===== src/rtl/sec_vic_pkg.sv =====
package sec_vic_pkg;
  localparam int DATA_W = 32;
  localparam int IDX_W  = 8;

  localparam logic [11:0] OFS_RAW    = 12'h000;
  localparam logic [11:0] OFS_IRQST  = 12'h004;
  localparam logic [11:0] OFS_FIQST  = 12'h008;
  localparam logic [11:0] OFS_ENSET  = 12'h00C;
  localparam logic [11:0] OFS_ENCLR  = 12'h010;
  localparam logic [11:0] OFS_ROUTE  = 12'h014;
  localparam logic [11:0] OFS_SSET   = 12'h018;
  localparam logic [11:0] OFS_SCLR   = 12'h01C;
  localparam logic [11:0] OFS_GATE   = 12'h020;
  localparam logic [11:0] OFS_LMASK  = 12'h024;
  localparam logic [11:0] OFS_PRIV   = 12'h028;
  localparam logic [11:0] OFS_VEC    = 12'h02C;
  localparam logic [3:0]  PAGE_HAND  = 4'h1;
  localparam logic [3:0]  PAGE_PRIO  = 4'h2;

  typedef enum logic [3:0] {
    RD_NONE, RD_RAW, RD_IRQST, RD_FIQST, RD_EN, RD_ROUTE, RD_SOFT,
    RD_GATE, RD_LMASK, RD_PRIV, RD_VEC, RD_HAND, RD_PRIO
  } rdSel_e;

  typedef struct packed {
    logic enSet;
    logic enClr;
    logic route;
    logic softSet;
    logic softClr;
    logic gate;
    logic lvlMask;
    logic vecAck;
    logic handWr;
    logic prioWr;
    logic claim;
    logic [IDX_W-1:0]  idx;
    logic [DATA_W-1:0] data;
  } strobe_t;
endpackage


===== src/rtl/sec_vic_ctrl.sv =====
module sec_vic_ctrl
  import sec_vic_pkg::*;
#(
  parameter int NUM_SRC = 32
) (
  input  logic              clk,
  input  logic              rstN,
  input  logic              busWr,
  input  logic              busRd,
  input  logic [11:0]       busAddr,
  input  logic [DATA_W-1:0] busWData,
  input  logic              busPriv,
  output strobe_t           stb,
  output rdSel_e            rdSel,
  output logic              privOnly
);
  logic              writeOk;
  logic [IDX_W-1:0]  pageIdx;
  logic              idxOk;
  logic              privWr;

  assign writeOk = busWr && (!privOnly || busPriv);
  assign pageIdx = IDX_W'(busAddr[7:2]);
  assign idxOk   = (int'(pageIdx) < NUM_SRC);

  always_comb begin
    stb      = '0;
    stb.data = busWData;
    stb.idx  = pageIdx;
    privWr   = 1'b0;
    if (writeOk) begin
      unique case (busAddr)
        OFS_ENSET: stb.enSet   = 1'b1;
        OFS_ENCLR: stb.enClr   = 1'b1;
        OFS_ROUTE: stb.route   = 1'b1;
        OFS_SSET:  stb.softSet = 1'b1;
        OFS_SCLR:  stb.softClr = 1'b1;
        OFS_GATE:  stb.gate    = 1'b1;
        OFS_LMASK: stb.lvlMask = 1'b1;
        OFS_PRIV:  privWr      = 1'b1;
        OFS_VEC:   stb.vecAck  = 1'b1;
        default: begin
          if (busAddr[11:8] == PAGE_HAND && idxOk) stb.handWr = 1'b1;
          if (busAddr[11:8] == PAGE_PRIO && idxOk) stb.prioWr = 1'b1;
        end
      endcase
    end
    stb.claim = busRd && (busAddr == OFS_VEC);
  end

  always_comb begin
    rdSel = RD_NONE;
    unique case (busAddr)
      OFS_RAW:   rdSel = RD_RAW;
      OFS_IRQST: rdSel = RD_IRQST;
      OFS_FIQST: rdSel = RD_FIQST;
      OFS_ENSET: rdSel = RD_EN;
      OFS_ROUTE: rdSel = RD_ROUTE;
      OFS_SSET:  rdSel = RD_SOFT;
      OFS_GATE:  rdSel = RD_GATE;
      OFS_LMASK: rdSel = RD_LMASK;
      OFS_PRIV:  rdSel = RD_PRIV;
      OFS_VEC:   rdSel = RD_VEC;
      default: begin
        if (busAddr[11:8] == PAGE_HAND && idxOk) rdSel = RD_HAND;
        if (busAddr[11:8] == PAGE_PRIO && idxOk) rdSel = RD_PRIO;
      end
    endcase
  end

  always_ff @(posedge clk or negedge rstN) begin
    if (!rstN)       privOnly <= 1'b0;
    else if (privWr) privOnly <= busWData[0];
  end

  // an unprivileged write in privileged-only mode raises no write strobe
  assert_nonpriv_dropped_R11: assert property (@(posedge clk) disable iff (!rstN)
    (busWr && privOnly && !busPriv) |->
      !(stb.enSet || stb.enClr || stb.route || stb.softSet || stb.softClr ||
        stb.gate || stb.lvlMask || stb.vecAck || stb.handWr || stb.prioWr));

  assert_one_write_strobe_R3: assert property (@(posedge clk) disable iff (!rstN)
    $onehot0({stb.enSet, stb.enClr, stb.route, stb.softSet, stb.softClr,
              stb.gate, stb.lvlMask, stb.vecAck, stb.handWr, stb.prioWr}));
endmodule


===== src/rtl/sec_vic_datapath.sv =====
module sec_vic_datapath
  import sec_vic_pkg::*;
#(
  parameter int NUM_SRC = 32,
  parameter int PRIO_W  = 4
) (
  input  logic               clk,
  input  logic               rstN,
  input  logic [NUM_SRC-1:0] srcIn,
  input  strobe_t            stb,
  input  rdSel_e             rdSel,
  input  logic               rdEn,
  input  logic               privOnly,
  output logic [DATA_W-1:0]  rData,
  output logic               irqOut,
  output logic               fiqOut
);
  localparam int LVLS = 1 << PRIO_W;

  logic [NUM_SRC-1:0] enReg, routeReg, softReg, gateReg;
  logic [LVLS-1:0]    lvlMaskReg, inService;
  logic [DATA_W-1:0]  handReg [NUM_SRC];
  logic [PRIO_W-1:0]  prioReg [NUM_SRC];

  logic [NUM_SRC-1:0] rawReq, passReq, irqReq, fiqReq, eligible;
  logic [PRIO_W-1:0]  ceilLvl, winPrio;
  logic [IDX_W-1:0]   winIdx;
  logic               winValid;
  logic [DATA_W-1:0]  rdMux;

  assign rawReq  = srcIn | softReg;
  assign passReq = rawReq & gateReg & enReg;
  assign irqReq  = passReq & ~routeReg;
  assign fiqReq  = passReq & routeReg;

  // most urgent in-service level
  always_comb begin
    ceilLvl = '0;
    for (int l = LVLS - 1; l >= 0; l--)
      if (inService[l]) ceilLvl = PRIO_W'(l);
  end

  always_comb begin
    winValid = 1'b0;
    winPrio  = '0;
    winIdx   = '0;
    for (int i = NUM_SRC - 1; i >= 0; i--) begin
      eligible[i] = irqReq[i] && !lvlMaskReg[prioReg[i]] &&
                    (inService == '0 || prioReg[i] < ceilLvl);
      if (eligible[i] && (!winValid || prioReg[i] <= winPrio)) begin
        winValid = 1'b1;
        winPrio  = prioReg[i];
        winIdx   = IDX_W'(i);
      end
    end
  end

  assign irqOut = winValid;
  assign fiqOut = |fiqReq;

  always_ff @(posedge clk or negedge rstN) begin
    if (!rstN) begin
      enReg <= '0; routeReg <= '0; softReg <= '0; gateReg <= '1;
      lvlMaskReg <= '0; inService <= '0;
    end else begin
      if (stb.enSet)   enReg      <= enReg | stb.data[NUM_SRC-1:0];
      if (stb.enClr)   enReg      <= enReg & ~stb.data[NUM_SRC-1:0];
      if (stb.route)   routeReg   <= stb.data[NUM_SRC-1:0];
      if (stb.softSet) softReg    <= softReg | stb.data[NUM_SRC-1:0];
      if (stb.softClr) softReg    <= softReg & ~stb.data[NUM_SRC-1:0];
      if (stb.gate)    gateReg    <= stb.data[NUM_SRC-1:0];
      if (stb.lvlMask) lvlMaskReg <= stb.data[LVLS-1:0];
      if (stb.claim && winValid)
        inService[winPrio] <= 1'b1;
      else if (stb.vecAck && inService != '0)
        inService[ceilLvl] <= 1'b0;
    end
  end

  for (genvar g = 0; g < NUM_SRC; g++) begin : g_src
    always_ff @(posedge clk or negedge rstN) begin
      if (!rstN) begin
        handReg[g] <= '0;
        prioReg[g] <= '0;
      end else begin
        if (stb.handWr && stb.idx == IDX_W'(g)) handReg[g] <= stb.data;
        if (stb.prioWr && stb.idx == IDX_W'(g)) prioReg[g] <= stb.data[PRIO_W-1:0];
      end
    end
  end

  always_comb begin
    rdMux = '0;
    unique case (rdSel)
      RD_RAW:   rdMux = DATA_W'(rawReq);
      RD_IRQST: rdMux = DATA_W'(irqReq);
      RD_FIQST: rdMux = DATA_W'(fiqReq);
      RD_EN:    rdMux = DATA_W'(enReg);
      RD_ROUTE: rdMux = DATA_W'(routeReg);
      RD_SOFT:  rdMux = DATA_W'(softReg);
      RD_GATE:  rdMux = DATA_W'(gateReg);
      RD_LMASK: rdMux = DATA_W'(lvlMaskReg);
      RD_PRIV:  rdMux = DATA_W'(privOnly);
      RD_VEC:   rdMux = winValid ? handReg[winIdx[$clog2(NUM_SRC)-1:0]] : '0;
      RD_HAND:  rdMux = handReg[stb.idx[$clog2(NUM_SRC)-1:0]];
      RD_PRIO:  rdMux = DATA_W'(prioReg[stb.idx[$clog2(NUM_SRC)-1:0]]);
      default:  rdMux = '0;
    endcase
  end

  always_ff @(posedge clk or negedge rstN) begin
    if (!rstN)     rData <= '0;
    else if (rdEn) rData <= rdMux;
  end

  // a normal request needs a gated, enabled, normal-routed live line
  assert_irq_needs_enable_R3: assert property (@(posedge clk) disable iff (!rstN)
    irqOut |-> |((srcIn | softReg) & enReg & gateReg & ~routeReg));

  // a claim with a winner leaves that level marked in service
  assert_claim_marks_R6: assert property (@(posedge clk) disable iff (!rstN)
    (stb.claim && winValid) |=> inService[$past(winPrio)]);

  // the winner is strictly more urgent than every level in service
  assert_winner_above_ceiling_R6: assert property (@(posedge clk) disable iff (!rstN)
    winValid |-> ((inService & ((LVLS'(2) << winPrio) - LVLS'(1))) == '0));

  // a retire removes exactly one in-service level
  assert_ack_clears_one_R7: assert property (@(posedge clk) disable iff (!rstN)
    (stb.vecAck && !stb.claim && inService != '0) |=>
      ($countones(inService) + 1 == $countones($past(inService))));

  // an empty claim leaves the in-service set as it was
  assert_empty_claim_R12: assert property (@(posedge clk) disable iff (!rstN)
    (stb.claim && !winValid && !stb.vecAck) |=> $stable(inService));
endmodule


===== src/rtl/sec_vic.sv =====
module sec_vic
  import sec_vic_pkg::*;
#(
  parameter int NUM_SRC = 32,
  parameter int PRIO_W  = 4
) (
  input  logic               clk,
  input  logic               rstN,
  input  logic [NUM_SRC-1:0] srcIn,
  input  logic               busWr,
  input  logic               busRd,
  input  logic [11:0]        busAddr,
  input  logic [31:0]        busWData,
  input  logic               busPriv,
  output logic [31:0]        busRData,
  output logic               irqOut,
  output logic               fiqOut
);
  strobe_t stb;
  rdSel_e  rdSel;
  logic    privOnly;

  sec_vic_ctrl #(.NUM_SRC(NUM_SRC)) u_ctrl (
    .clk(clk), .rstN(rstN), .busWr(busWr), .busRd(busRd), .busAddr(busAddr),
    .busWData(busWData), .busPriv(busPriv), .stb(stb), .rdSel(rdSel),
    .privOnly(privOnly)
  );

  sec_vic_datapath #(.NUM_SRC(NUM_SRC), .PRIO_W(PRIO_W)) u_dp (
    .clk(clk), .rstN(rstN), .srcIn(srcIn), .stb(stb), .rdSel(rdSel),
    .rdEn(busRd), .privOnly(privOnly), .rData(busRData),
    .irqOut(irqOut), .fiqOut(fiqOut)
  );
endmodule


===== config.mk =====
export PLATFORM = sky130hd
export DESIGN_NAME = sec_vic
export DESIGN_NICKNAME = d
export VERILOG_FILES = /design/src/rtl/sec_vic_pkg.sv /design/src/rtl/sec_vic_ctrl.sv /design/src/rtl/sec_vic_datapath.sv /design/src/rtl/sec_vic.sv
export SDC_FILE = /design/constraint.sdc
export NUM_CORES = 2
export LEC_CHECK = 0
export ABC_AREA = 0
export BUFFER_PORTS_ARGS = -buffer_cell sky130_fd_sc_hd__buf_4
export CELL_PAD_IN_SITES_DETAIL_PLACEMENT = 1
export CELL_PAD_IN_SITES_GLOBAL_PLACEMENT = 1
export CORE_AREA = 2 2 439 441
export DETAILED_ROUTE_END_ITERATION = 10
export DIE_AREA = 0 0 441 443
export GPL_TIMING_DRIVEN = 0
export PLACE_DENSITY = 0.72
export SLEW_MARGIN = 10
export SYNTH_ARGS = -nofsm -noshare
export SYNTH_HDL_FRONTEND = slang
export SYNTH_HIERARCHICAL = 1
export SYNTH_SLANG_ARGS = --single-unit

===== constraint.sdc =====
create_clock -name clk -period 55.5 [get_ports clk]
set_input_delay 11.1 -clock clk [delete_from_list [all_inputs] [get_ports clk]]
set_output_delay 11.1 -clock clk [all_outputs]
set_load 0.05 [all_outputs]

---- After elaboration in Yosys (flattened, before gate mapping) ----
Index checks and enable logic that the tools add are counted.
cells by class
  magnitude comparators ................... 102
  eq/ne operators ......................... 56
  muxes and demuxes ....................... 214
  bitwise operators ....................... 16
  reductions and logical operators ........ 304
operators by type and width
  cell                                                                     number
  32-bit one-hot mux with 12 select lines                                  1
  32-bit binary-select mux with 5-bit select                               2
  32-bit 2-to-1 mux                                                        9
  4-bit 2-to-1 mux                                                         52
  32-bit AND                                                               6
  4-bit by 5-bit < comparator with 1-bit output (second input constant)    34
  1-bit logical AND                                                        167
  5-bit 2-to-1 mux                                                         32
  1-bit binary-select mux with 4-bit select                                32
  4-bit < comparator                                                       32
  4-bit less-or-equal comparator                                           31
  6-bit by 5-bit equality test with 1-bit output (second input constant)   16
  32-bit OR                                                                3
  1-bit 2-to-1 mux                                                         78
  1-bit zero test                                                          64
  1-bit logical OR                                                         64
  32-bit inverter                                                          2
  12-bit by 5-bit equality test with 1-bit output (second input constant)  4
  12-bit by 6-bit equality test with 1-bit output (second input constant)  4
  6-bit by 4-bit equality test with 1-bit output (second input constant)   8
  4-bit one-hot mux with 10 select lines                                   1
  16-bit 2-to-1 mux                                                        2
  32-bit OR reduction                                                      1
  12-bit by 4-bit equality test with 1-bit output (second input constant)  2
  other kinds (25)                                                         45
storage, ports and cells
  register bits after elaboration ......... 1,345
  input bits .............................. 81
  logic and storage cells ................. 764

---- Logic depth before layout (Yosys ltp) ----
  depth after elaboration ................. 150
  gate-level depth with buffers ........... 296

---- By module ----
Netlist, hierarchy kept.
modules (own cells, without submodules)
  module            instances  cells each  area an instance (µm²)
  sec_vic_datapath  1          7,166       84,536.1
  sec_vic_ctrl      1          92          650.6

---- Worst setup path after synthesis ----
No wires, ideal clock.
  kind .................................... input -> register
  from .................................... input port srcIn[31]
  to ...................................... register u_dp.rData[17]
  library setup time ...................... 0.104 ns
  arrival ................................. 59.376 ns
  data required time ...................... 55.396 ns
  setup slack ............................. -3.980 ns
  stages .................................. 277
  path buffers ............................ 11
  cells stage by stage .................... o211ai_1 a211o_1 nor3_1 nand2_1 ha_1 nor2b_1 o21a_1 o21a_1 o21ai_0 or4_1 nand3_1 and2_1 ha_1 nor2b_1 o21ai_0 nand2b_1 a21oi_1 a41oi_1 [241 not listed] or2_2 a21bo_2 ha_1 nor2b_1 o21ai_0 nand2b_1 a21oi_1 a41o_1 o21a_1 nor2_1 nand4_1 or3_1 clkbuf_1 or2_1 clkbuf_1 a2111oi_0 a222oi_1 o311ai_1
between the ends
  cells in the longest elaborated chain, start to end .. 137
  elaborated cells between the ends (all ways) .. 231
ends and longest elaborated chain
  element                                                                   line                     source
  start, declared                                                           sec_vic.sv:9             input logic [NUM_SRC-1:0] srcIn,
  32-bit OR *                                                               sec_vic_datapath.sv:31   assign rawReq = srcIn | softReg;
  32-bit AND * (2 in a row)                                                 sec_vic_datapath.sv:32   assign passReq = rawReq & gateReg & enReg;
  32-bit AND *                                                              sec_vic_datapath.sv:33   assign irqReq = passReq & ~routeReg;
  1-bit logical AND * (2 in a row)                                          sec_vic_datapath.sv:48   eligible[i] = irqReq[i] && !lvlMaskReg[prioReg[i]] &&
  4-bit 2-to-1 mux / 1-bit 2-to-1 mux (equally long branches)               sec_vic_datapath.sv:50   if (eligible[i] && (!winValid || prioReg[i] <= winPrio)) begin
  4-bit less-or-equal comparator / 1-bit zero test (equally long branches)  sec_vic_datapath.sv:50
  1-bit logical OR                                                          sec_vic_datapath.sv:50
  1-bit logical AND                                                         sec_vic_datapath.sv:50
  [118 not listed]                                                          n/a
  1-bit logical OR                                                          sec_vic_datapath.sv:50
  1-bit logical AND                                                         sec_vic_datapath.sv:50
  5-bit 2-to-1 mux                                                          sec_vic_datapath.sv:50
  5-bit inverter with 6-bit output (not written as such)                    sec_vic_datapath.sv:104  RD_VEC: rdMux = winValid ? handReg[winIdx[$clog2(NUM_SRC)-1:0]] : '0;
  32-bit binary-select mux with 5-bit select                                sec_vic_datapath.sv:104
  32-bit 2-to-1 mux (not written as such) (2 in a row)                      sec_vic_datapath.sv:104
  32-bit 2-to-1 mux *                                                       sec_vic_datapath.sv:104
  32-bit one-hot mux with 12 select lines *                                 sec_vic_datapath.sv:94   unique case (rdSel)
  end signal, assigned                                                      sec_vic_datapath.sv:113  else if (rdEn) rData <= rdMux;
  end, declared                                                             sec_vic_datapath.sv:14   output logic [DATA_W-1:0] rData,
Every way passes the cells marked *; elsewhere a longest branch is shown, timed or not. The select of a mux whose other input is x is not followed.
A chain may end at the register's enable or synchronous reset.

---- Final worst setup path ----
  from .................................... input port srcIn[31]
  to ...................................... register u_dp.rData[1]
The elaborated chain is that of the path after synthesis.

==> out/summary.txt <==
status = finished with violations
violated checks = capacitance limit, slew limit, setup timing
fill cell count = 19252
crit-path max FO = 10
# IOs = 115
ANT nets after route = 0
placed cells = 9896
Post-layout nets = 8203
Max Clk Rate = 16.79 MHz
Initial Util = 0.4456
YS warnings = 6
largest net degree at the start of global routing = 154
sequential share of the synthesized area = 0.3956
GR Layer Usage met2 = 0.6757
Final Cycle Share = 1.073
Worst Tran Pin Value = 1543 ps
ys flop type = dfrtp_1
final setup TNS = -170540 ps
Post-DP HPWL = 339900 um
met3 Usage GRT = 0.1790
Placer Congestion = 1.040
relative slew slack = -0.02873
Seq pwr share = 0.450
Synth-to-Final Area Change = 22.64%
Comb power frac = 0.058
Gate Count Post-Synth = 7258
layout cell share with drive strength beyond 1 = 0.4389
Die X-Extent = 441 um
post-synthesis cell area = 0.08519 mm2
RR Startpoint = u_dp/inService[0]
Vias/cell = 7.334
clock transition at the registers of the reported paths = 60 ps
Placed Area = 0.09057 mm2
Vias = 77722
global route total overflow = 0
Post-route DRC = 0
worst setup margin = -4072 ps
WHS Endpoint = u_dp/handReg[987]
Synth cell types = 115
first drt pass iteration count = 5
CP Class = primary input to flop
hold_sp = u_dp/handReg[987]
total number of clock tree sinks = 1345
Total GRT Usage = 0.4759
hold slack final = 522.1 ps
Pleak = 45.09 nW
number of flops mapped to enable cells by yosys = 0
initial antenna violation count = 50
final slew viol count = 43
Max VDD drop = 0.03335 mV
R2R setup slack = 3880 ps
Worst Skew = 46.78 ps
die height = 443 um
post-route core utilization = 0.5465
RSZ-0062 raised after global routing = yes
clk root buf = clkbuf_16
delay-heaviest family, CP = compound AO/OA/AOI/OAI gates
final setup fails = 48
Crit. End Element = flop
first-pass GRT wire length = 640500 um
Site Rows = 161
pre-CTS setup slack = -10540 ps
busiest layer in global routing = met2
cts hold-fix bufs = 0
die area = 0.1954 mm2
vias in the first global route = 77399
Routed WL = 477900 um
share of total power in the clock network = 0.492
Post-synth ARST share = 1.000
pwr/cell area = 20.98 mW/mm2
H-tree lvl count = 4
Critical path buffers and inverters = 59
#FFs+latches synth = 1345
min Tclk post-route = 59570 ps
Sw Share = 0.2563
CTS tree = done
total power = 2.192 mW
final instance area = 0.1045 mm2
clk_lat worst skew = 860 ps
final hold violation count = 0
reg2reg path depth = 278
Post-Layout Cell Count = 10598
core area = 0.1912 mm2
CP max stage cell = clkdlybuf4s15_1
Crit path top cell by count = buf_4
NetSw = 561.7 uW
r2r endpoint = u_dp/rData[1]
HP Class = flop to flop
first-iteration detailed-routing DRC count = 10648
Worst EP arrival = 60270 ps
per-cell routed wire length = 45.09 um
hold depth = 1
WP data required = 56200 ps
met1 track demand over resource = 0.5774
average size of a mapped cell = 11.74 um2
cell internal pwr = 1.630 mW
largest stage delay on the critical path = 1010 ps
max-cap violations = 4
CTS max path bufs = 3
CP Launch Type = primary input
I/O Buffers = 81
Num CTS Buffers = 155
## state kept, by name (all words and copies together) (netlist names), named ones only
signal,flops
u_dp/handReg,1024
u_ctrl/privOnly,1
u_dp/rData,32
u_dp/inService,16
u_dp/lvlMaskReg,16
u_dp/gateReg,32
u_dp/prioReg,128
u_dp/routeReg,32
## worst max path at each step
| stage | startpoint | end | slack, ps | depth (start not counted) |
|---|---|---|---|---|
| 5_1_grt | srcIn[31] | u_dp/rData[3] | -5580 | 279 |
| 2_1_floorplan | srcIn[31] | u_dp/rData[17] | -480 | 272 |
| 3_3_place_gp | srcIn[31] | u_dp/rData[30] | -9480 | 274 |
| 6_report | srcIn[31] | u_dp/rData[1] | -4070 | 271 |
| 3_5_place_dp | srcIn[31] | u_dp/rData[30] | -10540 | 274 |
| 4_1_cts | srcIn[31] | u_dp/rData[27] | -2090 | 280 |
## area by class of cell
cell class                 count  area [um2]  share of cell area
buffer                       717        4557             0.04362
multi-input combinational   5027       52210              0.4997
inverter                     159       603.1            0.005772
sequential                  1345       33700              0.3225
clock buffer                 224        4509             0.04316
antenna                       26       65.06           0.0006228
clock inverter                54       694.4            0.006647
timing repair buffer         520        4977             0.04764
tap                         2526        3161             0.03025
## kinds of logic (layout without fill, tap and decap cells)
| kind of cell | Yosys count | after routing | synth area share |
|---|---|---|---|
| muxes | 2024 | 2024 | 0.3335 |
| AOI/OAI and AO/OA | 1479 | 1479 | 0.1207 |
| DFF | 1345 | 1345 | 0.3956 |
| and+or+nand+nor | 1306 | 1306 | 0.07566 |
| buffers and inverters | 887 | 1674 | 0.04359 |
| adders and majority gates | 200 | 200 | 0.02929 |
| xor gates and xnor gates | 16 | 16 | 0.001645 |
| other | 1 | 28 | 0.00004402 |
## placed cells by master, fill, tap and decap left out, drive strengths merged, types with 46 or more instances in the layout
cell type / n
o211ai: 62
inv: 162
nor2: 188
dfrtp: 1313
o22ai: 46
mux4: 527
mux2: 1243
clkbuf: 641
ha: 197
a31oi: 66
nand3: 173
nand2b: 70
a21oi: 299
a211oi: 236
nor3: 70
mux2i: 254
nand2: 452
buf: 819
o21ai: 269
o21a: 55
and3: 159
## cell usage after synthesis, types with 32 or more instances
cell type  count  share of area
inv_1        157         0.0069
dfrtp_1     1313           0.39
nand2_1      449          0.020
nor4_1        37         0.0027
ha_1         197          0.029
nand3_1      173          0.010
a22oi_1       45         0.0040
o21a_1        54         0.0048
nor2_1       185         0.0082
buf_1        156         0.0069
and3_1       158          0.012
o211ai_1      60         0.0053
buf_4         62         0.0055
clkbuf_1     439          0.019
nor3_1        68         0.0040
nand2b_1      70         0.0051
mux4_2       527           0.14
a2111oi_0     38         0.0039
o2111ai_1     32         0.0033
a211oi_1     233          0.021
mux2i_1      254          0.030
mux2_2      1242           0.16
o21ai_0      248          0.015
buf_2         61         0.0036
a221oi_1      38         0.0039
o22ai_1       44         0.0032
dfstp_2       32         0.0099
a21oi_1      299          0.018
a21o_1        35         0.0031
a31oi_1       64         0.0047
## power by group through the flow
| stage | clock network (mW) | logic, mW | registers (mW) |
|---|---|---|---|
| floorplan | 0 | 0.0461 | 1.00 |
| global placement | 0 | 0.114 | 1.00 |
| detailed placement | 0 | 0.120 | 1.00 |
| CTS | 1.08 | 0.121 | 0.986 |
| global route | 1.12 | 0.130 | 0.986 |
| finish | 1.08 | 0.128 | 0.986 |
## timing repair
item,in CTS,in global routing
gates cloned,2,5
endpoints found under the setup margin,48,48
gates resized for setup,823,352
setup buffers,300,102
pin swaps,237,201
## per-layer routing
layer / vias up / wire length, um
li1: 29272 / -
met1: 40405 / 168500
met2: 6070 / 198600
met3: 1945 / 60540
met4: 30 / 49840
met5: - / 368
Power figures use the tool's default switching activity.
